`src/rtl/dma_arb_pkg.sv`:
```
package dma_arb_pkg;
    typedef enum logic {
        ARB_IDLE = 1'b0,
        ARB_BUSY = 1'b1
    } arb_state_e;
endpackage

```
`src/rtl/dma_grp_pick.sv`:
```
module dma_grp_pick #(
    parameter int GN = 4,
    localparam int GW = $clog2(GN)
) (
    input  logic [GN-1:0] req,
    input  logic          rotate,
    input  logic [GW-1:0] last,
    output logic          any,
    output logic [GW-1:0] idx
);
    always_comb begin
        any = 1'b0;
        idx = '0;
        for (int k = 0; k < GN; k++) begin
            logic [GW-1:0] pos;
            pos = rotate ? GW'(last + GW'(k) + GW'(1)) : GW'(k);
            if (!any && req[pos]) begin
                any = 1'b1;
                idx = pos;
            end
        end
    end
endmodule

```
`src/rtl/dma_swreq_bank.sv`:
```
module dma_swreq_bank #(
    parameter int NCH = 8,
    localparam int CW = $clog2(NCH)
) (
    input  logic           clk,
    input  logic           rst_n,
    input  logic [NCH-1:0] set,
    input  logic           clr_en,
    input  logic [CW-1:0]  clr_idx,
    output logic [NCH-1:0] q
);
    generate
        for (genvar c = 0; c < NCH; c++) begin : g_bit
            always_ff @(posedge clk or negedge rst_n) begin
                if (!rst_n)
                    q[c] <= 1'b0;
                else if (set[c])
                    q[c] <= 1'b1;
                else if (clr_en && clr_idx == CW'(c))
                    q[c] <= 1'b0;
            end
        end
    endgenerate
endmodule

```
`src/rtl/dma_prio_arbiter.sv`:
```
module dma_prio_arbiter
    import dma_arb_pkg::*;
#(
    parameter int GRP_CH = 4,
    localparam int NCH = 2 * GRP_CH,
    localparam int GW  = $clog2(GRP_CH),
    localparam int CHW = GW + 1
) (
    input  logic           clk,
    input  logic           rst_n,
    input  logic [NCH-1:0] dreq,
    input  logic [NCH-1:0] sw_req_set,
    input  logic [NCH-1:0] mask,
    input  logic           rot_lo,
    input  logic           rot_hi,
    input  logic           done,
    input  logic           tc,
    output logic [NCH-1:0] grant,
    output logic           grant_valid,
    output logic [CHW-1:0] grant_ch
);
    arb_state_e state, state_nx;

    logic [NCH-1:0]    sw_q;
    logic [NCH-1:0]    eff;
    logic [GRP_CH-1:0] hi_req;
    logic [GW-1:0]     lo_last, hi_last;
    logic [GW-1:0]     lo_idx, hi_idx;
    logic              lo_any, hi_any;
    logic [CHW-1:0]    win_ch;
    logic              svc_end;
    logic              cascade_unused;

    assign eff            = (dreq | sw_q) & ~mask;
    assign cascade_unused = eff[GRP_CH];
    assign hi_req         = {eff[NCH-1:GRP_CH+1], lo_any};
    assign svc_end        = (state == ARB_BUSY) && done;
    assign win_ch         = (hi_idx == '0) ? {1'b0, lo_idx} : {1'b1, hi_idx};

    dma_grp_pick #(.GN(GRP_CH)) u_lo_pick (
        .req(eff[GRP_CH-1:0]), .rotate(rot_lo), .last(lo_last),
        .any(lo_any), .idx(lo_idx)
    );

    dma_grp_pick #(.GN(GRP_CH)) u_hi_pick (
        .req(hi_req), .rotate(rot_hi), .last(hi_last),
        .any(hi_any), .idx(hi_idx)
    );

    dma_swreq_bank #(.NCH(NCH)) u_swreq (
        .clk(clk), .rst_n(rst_n), .set(sw_req_set),
        .clr_en(svc_end && tc), .clr_idx(grant_ch), .q(sw_q)
    );

    always_comb begin
        state_nx = state;
        unique case (state)
            ARB_IDLE: if (hi_any) state_nx = ARB_BUSY;
            ARB_BUSY: if (done)   state_nx = ARB_IDLE;
            default:              state_nx = ARB_IDLE;
        endcase
    end

    always_ff @(posedge clk or negedge rst_n) begin
        if (!rst_n) state <= ARB_IDLE;
        else        state <= state_nx;
    end

    always_ff @(posedge clk or negedge rst_n) begin
        if (!rst_n) begin
            grant    <= '0;
            grant_ch <= '0;
        end else if (state == ARB_IDLE && hi_any) begin
            grant    <= NCH'(1) << win_ch;
            grant_ch <= win_ch;
        end else if (svc_end) begin
            grant    <= '0;
        end
    end

    assign grant_valid = (state == ARB_BUSY);

    always_ff @(posedge clk or negedge rst_n) begin
        if (!rst_n) begin
            lo_last <= '1;
            hi_last <= '1;
        end else if (svc_end) begin
            if (!grant_ch[GW]) begin
                lo_last <= grant_ch[GW-1:0];
                hi_last <= '0;
            end else begin
                hi_last <= grant_ch[GW-1:0];
            end
        end
    end

    assert_onehot_R2: assert property (@(posedge clk) disable iff (!rst_n)
        $onehot0(grant) && (grant_valid == (grant != '0)));

    assert_hold_R3: assert property (@(posedge clk) disable iff (!rst_n)
        (grant_valid && !done) |=> ($stable(grant) && $stable(grant_ch)));

    assert_no_cascade_grant_R8: assert property (@(posedge clk) disable iff (!rst_n)
        !grant[GRP_CH]);

    assert_pending_unmasked_R9: assert property (@(posedge clk) disable iff (!rst_n)
        $rose(grant_valid) |-> ((($past(dreq) | $past(sw_q)) & ~$past(mask) & grant) != '0));

    assert_sw_clear_R11: assert property (@(posedge clk) disable iff (!rst_n)
        (svc_end && tc && !sw_req_set[grant_ch]) |=> !sw_q[$past(grant_ch)]);

    assert_release_R3: assert property (@(posedge clk) disable iff (!rst_n)
        svc_end |=> !grant_valid);
endmodule

```
`config.mk`:
```
export PLATFORM = sky130hd
export DESIGN_NAME = dma_prio_arbiter
export DESIGN_NICKNAME = d
export VERILOG_FILES = /design/src/rtl/dma_arb_pkg.sv /design/src/rtl/dma_grp_pick.sv /design/src/rtl/dma_swreq_bank.sv /design/src/rtl/dma_prio_arbiter.sv
export SDC_FILE = /design/constraint.sdc
export NUM_CORES = 1
export LEC_CHECK = 0
export BUFFER_PORTS_ARGS = -buffer_cell sky130_fd_sc_hd__buf_4
export CAP_MARGIN = 20
export CORE_MARGIN = 10
export CORE_UTILIZATION = 41
export DETAILED_ROUTE_END_ITERATION = 16
export GPL_ROUTABILITY_DRIVEN = 0
export PLACE_DENSITY = 0.75
export SKIP_CTS_REPAIR_TIMING = 1
export SYNTH_ARGS = -nofsm -noshare
export SYNTH_HDL_FRONTEND = slang
export SYNTH_SLANG_ARGS = --single-unit
```
`constraint.sdc`:
```
create_clock -name clk -period 3.1 [get_ports clk]
set_input_delay 0.155 -clock clk [delete_from_list [all_inputs] [get_ports clk]]
set_output_delay 0.155 -clock clk [all_outputs]
set_load 0.02 [all_outputs]
```
==> metrics.txt, run 1 <==
fin crit period=2230 ps; total gr overflow=0; Port Buffers=38; first-pass GRT wire length=6.09 mm; synthesized area=0.00154 sq mm; RSZ-0062 raised after global routing=no; Post-Route WL=3.58 mm; synthesized net count=196; sequential area share after synthesis=0.376; Nets=234; Synth Flop Type=dfrtp_1; clk sinks=23; area grow syn2layout=22.8%; DRT iter0 DRCs=58; part of the cycle the worst path needs=0.720; post-synth cell types=51; Power Density=626 mW/mm^2; # DRC=0; HPWL Detailed=2.93 mm; commonest non-fill, non-tap cell in the layout=buf_4; clock latency at the later pin of the worst-skew pair=260 ps; number of synthesized register bits=23; Ports=42; Rel. slew slack=0.540; vias in the first global route=1350; Initial Util=0.421; CTS Buffer Depth=2; Critical Path End Type=register; synthesis warning total=0; endpoints failing hold=0; MaxCap Viol Count=0; DRT antenna net count=0; die area=0.00662 sq mm; n_diodes=0; CP startpoint kind=register; CTS H-Tree Depth=1; CP Class=reg -> reg; CTS tree=yes; drt pass-1 iters=5; initial antenna violation count=0; fraction of layout cells with a size suffix above 1=0.310; CP Max Fanout=8; Die Y-Extent=81.3 um; number of synthesized flops with an enable pin=0; Post-Syn Instances=166; wire length per cell=14.2 um; worst endpoint required time=3270 ps; core footprint=0.00366 sq mm; DR vias/cell=5.44; most frequent cells in the layout=38 x buf_4, 21 x nand2_1, 19 x dfrtp_1; final setup violation count=0; worst hold path type=in -> reg; Clock Tree Root=clkbuf_8; Die Wd=81.3 um; synthesized area per cell=9.29 sq um; CP arrival=2400 ps; fmax=448 MHz; fin util=0.517; largest net degree at the start of global routing=24; row count=22; worst slew pin tran=671 ps; Setup TNS Final=0 ps; GRT Util Overall=0.111; Post-synth ARST share=1.00; Leakage=0.793 nW; Slew Viols, Final=0; TritonCTS Buffers=3; outcome=complete, no violations; VDD IR-drop max=0.000388 V; final clock skew=4.13 ps; via count=1365; clock slew at reported path FFs=80 ps
-- critical path: stages (launching register included) --
cell	delay, ps
dfrtp_1	430
o21bai_1	330
and4_1	380
nand4_1	210
mux2i_1	580
nand2_1	110
o31ai_1	90
-- report_power, final --
group	leakage, nW	internal [mW]	switching, mW
clock	0.0228	0.0916	0.0902
sequential	0.258	0.378	0.102
combinational	0.512	0.249	0.274
-- final cells by class --
cell class                 count  area [sq um]
fill                         352          1770
multi-input combinational    134           902
sequential                    23           581
timing repair buffer          39           295
tap                           48          60.1
clock buffer                   4          45.0
inverter                       3          11.3
-- cell usage after synthesis (4+ instances only) --
master     n  area [sq um]
mux2_2     4          45.0
nor2_1    11          41.3
dfrtp_1   19           475
a21oi_1    7          35.0
nand2b_1   9          56.3
dfstp_2    4           105
a32o_1     4          40.0
o21ai_0   13          65.1
mux2i_1    6          60.1
nand2_1   21          78.8
nor3_1     6          30.0
o21bai_1   7          52.6
-- per-layer routing --
layer,track usage,vias up,routed length [um]
met5,0,-,0
met4,0.0104,0,0
met3,0.0442,0,284
met2,0.171,39,1640
met1,0.148,631,1650
li1,-,695,-
-- metrics by stage --
step | area, sq um | worst slack (ps) | cells | hold slack (ps) | total power [mW]
2_1_floorplan | 1540 | 1060 | 166 | -141 | 0.874
3_3_place_gp | 1840 | 940 | 246 | 59.0 | 0.997
3_5_place_dp | 1840 | 912 | 246 | 60.4 | 1.01
4_1_cts | 1880 | 892 | 250 | -223 | 1.19
5_1_grt | 1890 | 705 | 251 | 60.7 | 1.28
6_report | 1890 | 867 | 251 | 61.3 | 1.18
-- worst paths after layout --
kind,start,to,slack [ps],depth (start not counted)
worst max-delay path,u_swreq.q[0],grant[3],870,6
worst min register to register,u_swreq.q[6],u_swreq.q[6],490,1
max in group asynchronous,rst_n,hi_last[1],2510,2
min in group asynchronous,rst_n,grant[1],310,2
worst min-delay path,sw_req_set[2],u_swreq.q[2],60,2
worst max register to register,u_swreq.q[0],grant[3],870,6
-- registers in the layout, summed over array words and instances (netlist names) --
register	cells
grant_valid	1
lo_last	2
u_swreq.q	7
hi_last	2
grant_ch	3
grant	8
-- cells by family after synthesis --
group                     after synthesis  share of synthesized area
xor gates and xnor gates                2                     0.0162
AOI/OAI and AO/OA                      60                      0.289
muxes                                  10                     0.0681
DFF                                    23                      0.376
buffers and inverters                   9                     0.0389
and+or+nand+nor                        62                      0.212
Note: power is estimated with default switching activity, not from simulation.
==> run 2: changes to the inputs <==
- ABC_AREA: not set -> 1
- PLACE_DENSITY: 0.75 -> 0.77
- clock period: 3.1 -> 1.8 ns (I/O delays scaled with it)
==> run 2 against run 1 <==
The run now ends with setup timing left. Sequential share of layout area fell by 6.2 points. Core utilization rose by 12 points. Via count rose by 27%. Sequential power rose by 75%. Critical path depth rose by 10. Largest cell class unchanged. Highest routed layer is now met4.
==> metrics.txt, run 2 <==
outcome=finished, violations left; violated checks=setup timing; CTS H-Tree Depth=1 (unchanged); vias in the first global route=1624 (+20%); # DRC=0 (unchanged); Synth Flop Type=dfrtp_1; fin crit period=2310 ps (+72.1 ps); CTS tree=yes; Largest regs=grant: 8 flops, u_swreq.q: 7 flops, grant_ch: 3 flops; Post-Syn Instances=233 (+40%); placed cell count=347 (+41%); synthesis warning total=0 (unchanged); worst slew pin tran=344 ps (-327 ps); largest register by flop count=grant; drt pass-1 iters=4 (-1); most frequent cells in the layout=68 x buf_4, 51 x nand2_1, 36 x inv_1; total power=3.39 mW (+190%); Critical Path End Type=register; fill count=338 (-4.0%); synthesized area per cell=6.89 sq um (-26%); DRT antenna net count=0 (unchanged); MaxCap Viol Count=0 (unchanged); Rel. slew slack=0.770 (+0.230); endpoints failing hold=0 (unchanged); part of the cycle the worst path needs=1.28 (+0.560); commonest non-fill, non-tap cell in the layout=buf_4; core footprint=0.00372 sq mm (+1.5%); area grow syn2layout=47.7%; Setup TNS Final=-5230 ps (-5230 ps); worst endpoint required time=2010 ps (-1260 ps); clk sinks=23 (unchanged); HPWL Detailed=3.53 mm (+21%); share of the synthesized area in the top cell type=0.296 (-0.0120); number of synthesized register bits=23 (unchanged); TritonCTS Buffers=3 (unchanged); Leakage=1.29 nW (+63%); first-pass GRT wire length=6.91 mm (+13%); final setup violation count=12 (+12); synthesized area=0.00161 sq mm (+4.1%); Post-synth top cells=59 x nand2_1, 39 x inv_1, 27 x nand3_1; via count=1728 (+27%); register area=581 sq um (unchanged); fmax=434 MHz (-3.1%); GRT Util Overall=0.126 (+0.0143); Ports=42 (unchanged); Post-Route WL=4.42 mm (+24%); total gr overflow=0 (unchanged); RSZ-0062 raised after global routing=yes; main combinational cell family by area after synthesis=simple AND/OR/NAND/NOR gates; final cell count without fillers=354 (+41%); Port Buffers=38 (unchanged); Post-Synth Simple-Gate Area=0.410 (+0.198); Initial Util=0.432 (+0.0106); max FFs per register=8 (unchanged); final clock skew=7.19 ps (+3.06 ps); Yosys top cell by area=dfrtp_1; CTS Buffer Depth=2 (unchanged); wire length per cell=12.5 um (-12%); post-synth cell types=29 (-43%); Synth Area in Adders=0 (unchanged); Synth Area in Compound Gates=0.122 (-0.166); CP Class=reg -> reg; die area=0.00682 sq mm (+3.0%); Die Wd=82.6 um (+1.5%); largest net degree at the start of global routing=24 (unchanged); row count=22 (unchanged); CP Max Fanout=4 (-4); Post-synth ARST share=1.00 (unchanged); VDD IR-drop max=0.000934 V (+140%); initial antenna violation count=0 (unchanged); xor-xnor portion of the synthesized cell area=0 (-0.0162); Power Density=1430 mW/mm^2 (+130%); CP startpoint kind=register; top cells by area, synth=dfrtp_1 30%, nand2_1 14%, inv_1 9.1%; mux contribution to synthesized area=0 (-0.0681); DRT iter0 DRCs=70 (+21%); fraction of layout cells with a size suffix above 1=0.425 (+0.114); Clock Tree Root=clkbuf_8; final instance area=0.00237 sq mm (+25%); multi-input logic area=991 sq um (+9.8%); most common cell in the netlist=nand2_1; clock latency at the later pin of the worst-skew pair=260 ps (about the same); sequential area share after synthesis=0.362 (-0.0147); n_diodes=0 (unchanged); synthesized net count=263 (+34%); placed cell area=0.00220 sq mm (+20%); Slew Viols, Final=0 (unchanged); Nets=337 (+44%); DR vias/cell=4.88 (-10%); worst hold path type=in -> reg; number of synthesized flops with an enable pin=0 (unchanged); clock slew at reported path FFs=80 ps (about the same); Die Y-Extent=82.6 um (+1.5%); CP arrival=2510 ps (+110 ps); worst hold margin=8.31 ps (-53.0 ps); Setup WS post-layout=-506 ps (-1370 ps)
[run 2: changes by cell type after synthesis, moves of 5 or more]
cell,before,now
nand3_1,1,27
nand2_1,21,59
nand3_2,0,5
inv_1,3,39
nand2_2,0,8
mux2i_1,6,0
nand2b_1,9,0
[run 2: final cells by class]
cell class	count	share of cell area
clock buffer	3	0.0174
clock inverter	1	0.00211
sequential	23	0.245
tap	48	0.0253
inverter	45	0.0728
timing repair buffer	69	0.220
multi-input combinational	165	0.418
[run 2: kinds of logic (layout without fill, tap and decap cells)]
logic type      after synthesis  after routing
simple gates                134            134
buf+inv                      45            118
compound gates               31             31
flops                        23             23
[run 2: critical path: stages (launching register included)]
cell,delay (ps)
dfstp_2,590
nor2_1,60
nor2_2,110
nand3_1,130
nand2_2,100
inv_2,50
nor2_4,160
nand3_4,100
nand3_2,80
nand2_2,60
nor2_4,140
nand3_4,130
a21oi_4,210
nand2_2,90
nor2_1,110
nand2_1,60
nand2_1,60
[run 2: worst paths after layout]
kind                       slack [ps]  depth (start not counted)     endpoint  startpoint
setup / recovery                 -510                         16     grant[0]  lo_last[0]
hold / removal                      8                          2  grant_valid        done
setup reg to reg                 -510                         16     grant[0]  lo_last[0]
hold reg to reg                   490                          2     grant[5]    grant[5]
max in group asynchronous        1270                          2   hi_last[0]       rst_n
min in group asynchronous         250                          2  grant_ch[0]       rst_n
[run 2: report_power, final]
group          switching, mW  total [mW]  internal [mW]
Sequential             0.150       0.840          0.691
Clock                  0.161       0.316          0.154
Combinational           1.29        2.23          0.944
Total                   1.60        3.39           1.79
[run 2: per-layer routing]
metal / track usage / vias up / part of all wire
met3: 0.0119 / 7 / 0.037
met5: 0 / - / 0
li1: - / 897 / -
met4: 0.0452 / 0 / 0.018
met1: 0.159 / 791 / 0.43
met2: 0.216 / 33 / 0.51
[run 2: per-stage QoR]
stage | worst slack, ps | utilization
2_1_floorplan | -242 | -
3_3_place_gp | -372 | 0.592
3_5_place_dp | -444 | 0.592
4_1_cts | -456 | 0.604
5_1_grt | -676 | 0.638
6_report | -506 | 0.638
